--- config.mk ---
export PLATFORM = sky130hd
export DESIGN_NAME = err_irq_collector
export DESIGN_NICKNAME = d
export VERILOG_FILES = /design/src/rtl/errq_pkg.sv /design/src/rtl/errq_wr_decode.sv /design/src/rtl/errq_flag_bank.sv /design/src/rtl/errq_irq_gen.sv /design/src/rtl/err_irq_collector.sv
export SDC_FILE = /design/constraint.sdc
export NUM_CORES = 1
export LEC_CHECK = 0
export BUFFER_PORTS_ARGS = -buffer_cell sky130_fd_sc_hd__buf_4
export CAP_MARGIN = 30
export CORE_MARGIN = 2
export CORE_UTILIZATION = 30
export CTS_CLUSTER_SIZE = 8
export DETAILED_ROUTE_END_ITERATION = 10
export PLACE_DENSITY = 0.65
export SLEW_MARGIN = 20
export SYNTH_ARGS = -nofsm -noshare
export SYNTH_HDL_FRONTEND = slang
export SYNTH_SLANG_ARGS = --single-unit
--- constraint.sdc ---
create_clock -name clk -period 1.6 [get_ports clk]
set_clock_uncertainty 0.1 [all_clocks]
set_input_delay 0.08 -clock clk [delete_from_list [all_inputs] [get_ports clk]]
set_output_delay 0.08 -clock clk [all_outputs]
set_load 0.005 [all_outputs]
--- src/rtl/errq_pkg.sv ---
package errq_pkg;
   typedef enum logic [2:0] {
      RS_NONE,
      RS_FLAG,
      RS_CLR,
      RS_SET,
      RS_MASK
   } reg_sel_e;
endpackage

--- src/rtl/errq_wr_decode.sv ---
module errq_wr_decode
   import errq_pkg::*;
#(
   parameter int DATA_W   = 32,
   parameter int ADDR_W   = 5,
   parameter int KEY_W    = 8,
   parameter int KEY_LSB  = 24,
   parameter logic [KEY_W-1:0] KEY_VAL = 8'hA5,
   parameter logic [DATA_W-1:0] SRC_MASK = 32'h0000_0FF6,
   parameter int OFF_FLAG = 16,
   parameter int OFF_CLR  = 18,
   parameter int OFF_SET  = 20,
   parameter int OFF_MASK = 22
) (
   input  logic                  bus_wen,
   input  logic [ADDR_W-1:0]     bus_addr,
   input  logic [DATA_W-1:0]     bus_wdata,
   input  logic [DATA_W/8-1:0]   bus_wstrb,
   output reg_sel_e              rd_sel,
   output logic [DATA_W-1:0]     clr_bits,
   output logic [DATA_W-1:0]     set_bits,
   output logic                  mask_we,
   output logic [DATA_W-1:0]     mask_bits
);
   localparam int LANES = DATA_W / 8;
   localparam logic [DATA_W-1:0] CLR_REACH = SRC_MASK | DATA_W'(1);

   logic [DATA_W-1:0] lane_bits;
   logic              full_w;
   logic              key_ok;

   for (genvar l = 0; l < LANES; l++) begin : g_lane
      assign lane_bits[l*8 +: 8] = {8{bus_wstrb[l]}};
   end

   assign full_w = &bus_wstrb;
   assign key_ok = (bus_wdata[KEY_LSB +: KEY_W] == KEY_VAL);

   always_comb begin
      if (bus_addr == ADDR_W'(OFF_FLAG))      rd_sel = RS_FLAG;
      else if (bus_addr == ADDR_W'(OFF_CLR))  rd_sel = RS_CLR;
      else if (bus_addr == ADDR_W'(OFF_SET))  rd_sel = RS_SET;
      else if (bus_addr == ADDR_W'(OFF_MASK)) rd_sel = RS_MASK;
      else                                    rd_sel = RS_NONE;
   end

   assign clr_bits  = (bus_wen && rd_sel == RS_CLR) ?
                      (bus_wdata & lane_bits & CLR_REACH) : '0;
   assign set_bits  = (bus_wen && rd_sel == RS_SET && full_w && key_ok) ?
                      (bus_wdata & SRC_MASK) : '0;
   assign mask_we   = bus_wen && (rd_sel == RS_MASK) && full_w && key_ok;
   assign mask_bits = bus_wdata & SRC_MASK;
endmodule

--- src/rtl/errq_flag_bank.sv ---
module errq_flag_bank #(
   parameter int DATA_W = 32,
   parameter logic [DATA_W-1:0] SRC_MASK = 32'h0000_0FF6
) (
   input  logic              clk,
   input  logic              rst_n,
   input  logic [DATA_W-1:0] hw_ev,
   input  logic [DATA_W-1:0] clr_bits,
   input  logic [DATA_W-1:0] set_bits,
   input  logic              mask_we,
   input  logic [DATA_W-1:0] mask_bits,
   output logic [DATA_W-1:0] src_flags,
   output logic [DATA_W-1:0] mask_q,
   output logic              set_req_any
);
   logic [DATA_W-1:0] set_req;

   assign src_flags[0] = 1'b0;
   assign mask_q[0]    = 1'b0;
   assign set_req[0]   = 1'b0;

   for (genvar b = 1; b < DATA_W; b++) begin : g_bit
      if (SRC_MASK[b]) begin : g_live
         logic flag_r;
         logic mask_r;
         assign set_req[b] = (hw_ev[b] & ~mask_r) | set_bits[b];
         always_ff @(posedge clk or negedge rst_n) begin
            if (!rst_n) begin
               flag_r <= 1'b0;
               mask_r <= 1'b0;
            end else begin
               flag_r <= (flag_r & ~clr_bits[b]) | set_req[b];
               if (mask_we) mask_r <= mask_bits[b];
            end
         end
         assign src_flags[b] = flag_r;
         assign mask_q[b]    = mask_r;
      end else begin : g_rsvd
         assign set_req[b]   = 1'b0;
         assign src_flags[b] = 1'b0;
         assign mask_q[b]    = 1'b0;
      end
   end

   assign set_req_any = |set_req;

   logic unused_rsvd;
   assign unused_rsvd = ^{hw_ev & ~SRC_MASK, clr_bits & ~SRC_MASK,
                          set_bits & ~SRC_MASK, mask_bits & ~SRC_MASK};
endmodule

--- src/rtl/errq_irq_gen.sv ---
module errq_irq_gen (
   input  logic clk,
   input  logic rst_n,
   input  logic set_req_any,
   input  logic clr_glob,
   output logic glob_q,
   output logic irq_o
);
   logic glob_open;
   logic fire;

   assign glob_open = ~glob_q | clr_glob;
   assign fire      = set_req_any & glob_open;

   always_ff @(posedge clk or negedge rst_n) begin
      if (!rst_n) begin
         glob_q <= 1'b0;
         irq_o  <= 1'b0;
      end else begin
         glob_q <= ~glob_open | fire;
         irq_o  <= fire;
      end
   end
endmodule

--- src/rtl/err_irq_collector.sv ---
module err_irq_collector
   import errq_pkg::*;
#(
   parameter int DATA_W   = 32,
   parameter int ADDR_W   = 5,
   parameter int KEY_W    = 8,
   parameter int KEY_LSB  = 24,
   parameter logic [KEY_W-1:0] KEY_VAL = 8'hA5,
   parameter logic [DATA_W-1:0] SRC_MASK = 32'h0000_0FF6,
   parameter int OFF_FLAG = 16,
   parameter int OFF_CLR  = 18,
   parameter int OFF_SET  = 20,
   parameter int OFF_MASK = 22
) (
   input  logic                  clk,
   input  logic                  rst_n,
   input  logic [DATA_W-1:0]     hw_ev,
   input  logic                  bus_wen,
   input  logic [ADDR_W-1:0]     bus_addr,
   input  logic [DATA_W-1:0]     bus_wdata,
   input  logic [DATA_W/8-1:0]   bus_wstrb,
   output logic [DATA_W-1:0]     bus_rdata,
   output logic                  irq_o
);
   localparam logic [DATA_W-1:0] KEY_FIELD = ((DATA_W'(1) << KEY_W) - DATA_W'(1)) << KEY_LSB;

   if (DATA_W % 8 != 0) begin : g_bad_width
      $error("DATA_W must be a whole number of bytes");
   end
   if (KEY_LSB + KEY_W > DATA_W) begin : g_bad_key
      $error("key field does not fit in the data word");
   end
   if (SRC_MASK[0]) begin : g_bad_src0
      $error("bit 0 is the global flag and cannot be a source");
   end
   if ((SRC_MASK & KEY_FIELD) != '0) begin : g_bad_overlap
      $error("source bits overlap the key field");
   end
   if (OFF_FLAG == OFF_CLR || OFF_FLAG == OFF_SET || OFF_FLAG == OFF_MASK ||
       OFF_CLR == OFF_SET || OFF_CLR == OFF_MASK || OFF_SET == OFF_MASK) begin : g_bad_off
      $error("register offsets must be distinct");
   end
   if (OFF_FLAG >= (1 << ADDR_W) || OFF_CLR >= (1 << ADDR_W) ||
       OFF_SET >= (1 << ADDR_W) || OFF_MASK >= (1 << ADDR_W)) begin : g_bad_range
      $error("register offset outside the address range");
   end

   reg_sel_e          rd_sel;
   logic [DATA_W-1:0] clr_bits;
   logic [DATA_W-1:0] set_bits;
   logic              mask_we;
   logic [DATA_W-1:0] mask_bits;
   logic [DATA_W-1:0] src_flags;
   logic [DATA_W-1:0] mask_q;
   logic              set_req_any;
   logic              glob_q;
   logic [DATA_W-1:0] flag_word;

   errq_wr_decode #(
      .DATA_W(DATA_W), .ADDR_W(ADDR_W), .KEY_W(KEY_W), .KEY_LSB(KEY_LSB),
      .KEY_VAL(KEY_VAL), .SRC_MASK(SRC_MASK), .OFF_FLAG(OFF_FLAG),
      .OFF_CLR(OFF_CLR), .OFF_SET(OFF_SET), .OFF_MASK(OFF_MASK)
   ) u_dec (
      .bus_wen(bus_wen), .bus_addr(bus_addr), .bus_wdata(bus_wdata),
      .bus_wstrb(bus_wstrb), .rd_sel(rd_sel), .clr_bits(clr_bits),
      .set_bits(set_bits), .mask_we(mask_we), .mask_bits(mask_bits)
   );

   errq_flag_bank #(.DATA_W(DATA_W), .SRC_MASK(SRC_MASK)) u_bank (
      .clk(clk), .rst_n(rst_n), .hw_ev(hw_ev), .clr_bits(clr_bits),
      .set_bits(set_bits), .mask_we(mask_we), .mask_bits(mask_bits),
      .src_flags(src_flags), .mask_q(mask_q), .set_req_any(set_req_any)
   );

   errq_irq_gen u_irq (
      .clk(clk), .rst_n(rst_n), .set_req_any(set_req_any),
      .clr_glob(clr_bits[0]), .glob_q(glob_q), .irq_o(irq_o)
   );

   assign flag_word = src_flags | DATA_W'(glob_q);

   always_comb begin
      case (rd_sel)
         RS_FLAG: bus_rdata = flag_word;
         RS_MASK: bus_rdata = mask_q;
         default: bus_rdata = '0;
      endcase
   end
endmodule

==> metrics <==
vias in the first global route=1164; layout cell share with drive strength beyond 1=45.2%; Worst path max stage delay=0.49 ns; most frequent cells in the layout=64 x buf_4, 22 x dfrtp_1, 21 x conb_1; Clock Power Share=41.3%; Final TNS setup=-0.0241 ns; crit start category=register; gate count of the mapped netlist=123; Post-Route WL=3.37 mm; first-pass GRT wire length=5.42 mm; largest net degree at the start of global routing=23; mux cell area share after synthesis=8.25%; P_sw=266 uW; Crit. End Element=register; complex-gate fraction of the synthesized area=15.0%; Reg area=551 um2; Achievable Freq=0.620 GHz; Setup-failing EPs final=2; DR vias/cell=4.64; Hold Crit Start=bus_wdata[0]; Starting Density=31.4%; post-route ant nets=0; IO Pins=109; final hold viol count=0; status=finished, violations left; Mapped Area=1370 um2; area delta synth->final=47.0%; Int Pwr=1.00 mW; RSZ-0062 raised after global routing=true; Cell Chain, Critical Path=and2b_2 -> or4_4 -> nor4_4 -> nand3_1; Clock Sinks=22; Synth Area in Adders=0%; Clock Latency Late Sink=0.27 ns; Pleak=0.969 nW; Seq pwr share=44.0%; area of the multi-input gates=729 um2; Post-Synth Simple-Gate Area=22.7%; switching part of the total=21.0%; CP Class=register to register; DR WL/cell=13.5 um; Pwr per Cell Area=631 nW/um2; dominant synthesized flop cell=dfrtp_1; Slew Limit Fails=0; reg2reg start=u_bank.g_bit[5].g_live.mask_r; Hold Path Sink=u_irq.glob_q; Die H=71.5 um; Reg2Reg Depth=4; CTS tree=yes; DIE WIDTH=71.5 um; slowest CP cell=or4_4; worst hold-check path type=input pin to register; n_diodes=0; Final min period=1.61 ns; GRT Util Overall=13.6%; Fillers=415; register area share after synthesis=40.3%; Crit Path Max Fanout=2; Min Hold Slack=0.0154 ns; CTS Buf Count=3; CTS Root Cell=clkbuf_8; combinational group share of total power=14.7%; Critical Path RT=1.64 ns; die area=5110 um2; routed via count=1156; Hold Path Depth=3; total congestion overflow=0; register clock-pin slew on the reported worst setup and hold paths=0.08 ns; yosys warns=0; commonest non-fill, non-tap cell in the layout=buf_4; EDFF count, synth=0; Critical Path AT=1.65 ns; async set-reset flop share out of synthesis=100%; synth unique cells=31; Max Cap Viol=0; Final GP Congestion=0.747; Core Rows=24; port buffer count=52; initial antenna violation count=0; Post-Synth XOR/XNOR Area=0%; CTS Buffer Depth=2; largest family of logic cells by synthesized area=simple AND/OR/NAND/NOR gates; Core Region=4350 um2; H-tree levels=1; mean post-synth cell area=11.1 um2; nets=274; setup ws final=-0.0139 ns; DRC viols=0; drt first pass iters=4; dpl hpwl=2.59 mm; #FFs+latches synth=22; FF-to-FF End=u_irq.glob_q; 1st-iter DRT viols=55; failing checks=setup timing; fin crit share=101%; FF-to-FF setup slack=-0.01 ns; Peak supply drop=0.000387 V
==> flip-flops by register name, indices dropped and copies added, names as in the netlist <==
register	cells
u_bank.g_bit.g_live.flag_r	10
u_irq.irq_o	1
u_irq.glob_q	1
u_bank.g_bit.g_live.mask_r	10
==> synth_stat cells (3+ instances only) <==
cell / number / share of area, %
and2b_1: 5 / 2.8
dfrtp_1: 22 / 40
buf_4: 21 / 12
nand2_1: 11 / 3.0
nor2b_1: 3 / 1.4
a221o_1: 10 / 7.3
mux2_2: 10 / 8.2
a22o_1: 10 / 6.4
==> power groups by stage <==
stage | Combinational (mW) | Clock [mW] | Sequential (mW)
4_1_cts | 0.185 | 0.535 | 0.557
2_1_floorplan | 0.0837 | 0 | 0.568
5_1_grt | 0.204 | 0.566 | 0.558
3_5_place_dp | 0.160 | 0 | 0.568
3_3_place_gp | 0.160 | 0 | 0.568
6_report | 0.186 | 0.524 | 0.557
==> per-layer routing <==
layer  vias to the layer above  global-route usage (%)  share of wire (%)
li1                        564                       -                  -
met1                       552                    16.3                 42
met2                        38                    24.3                 51
met3                         2                    4.36                6.5
met4                         0                    2.10               0.24
met5                         -                       0                  0
==> cell families (layout without fill, tap and decap cells) <==
family / count (synthesis) / after routing
AOI/OAI and AO/OA: 22 / 22
buffers and inverters: 25 / 79
and+or+nand+nor: 43 / 43
other: 1 / 21
muxes: 10 / 10
DFF: 22 / 22
==> per-stage QoR <==
| stage | area [um2] | instances | utilization [%] | total power, mW | worst slack [ns] |
|---|---|---|---|---|---|
| floorplan | 1440 | 143 | - | 0.652 | 0.0170 |
| global placement | 1780 | 231 | 40.9 | 0.728 | -0.0533 |
| detailed placement | 1780 | 231 | 40.9 | 0.729 | -0.0491 |
| CTS | 1990 | 247 | 45.6 | 1.28 | -0.00678 |
| global route | 2010 | 249 | 46.1 | 1.33 | -0.122 |
| finish | 2010 | 249 | 46.1 | 1.27 | -0.0139 |
==> critical path, delay by kind of cell (launching register included) <==
kind / cells / cell delay (ns)
simple gates: 4 / 1.05
flops: 1 / 0.34
==> area by class of cell <==
| type | instances | area share (%) |
|---|---|---|
| clock buffer | 3 | 2.06 |
| clock inverter | 1 | 1.50 |
| multi-input combinational | 96 | 36.3 |
| sequential | 22 | 27.4 |
| tap | 52 | 3.24 |
| timing repair buffer | 75 | 29.4 |
==> worst max-delay path by stage <==
| stage | end | startpoint | cells after the start | slack (ns) |
|---|---|---|---|---|
| final | u_irq.glob_q | u_bank.g_bit[5].g_live.mask_r | 4 | -0.01 |
| after global routing | u_irq.glob_q | u_bank.g_bit[5].g_live.mask_r | 4 | -0.12 |
| after CTS | u_irq.glob_q | u_bank.g_bit[5].g_live.mask_r | 4 | -0.007 |
| after detailed placement | u_irq.glob_q | u_bank.g_bit[7].g_live.mask_r | 4 | -0.05 |
| after global placement | u_irq.glob_q | u_bank.g_bit[7].g_live.mask_r | 4 | -0.05 |
| after floorplan | u_irq.glob_q | u_bank.g_bit[5].g_live.mask_r | 4 | 0.02 |
==> what timing repair did <==
action | 4_1_cts | 5_1_grt
pin swaps | 1 | 0
hold buffers | 11 | 0
buffers inserted | 1 | 2
cloned | 0 | 0
endpoints found under the setup margin | 2 | 13
endpoints found under the hold margin | 42 | 0
resized for setup | 3 | 1
Power figures use the tool's default switching activity.
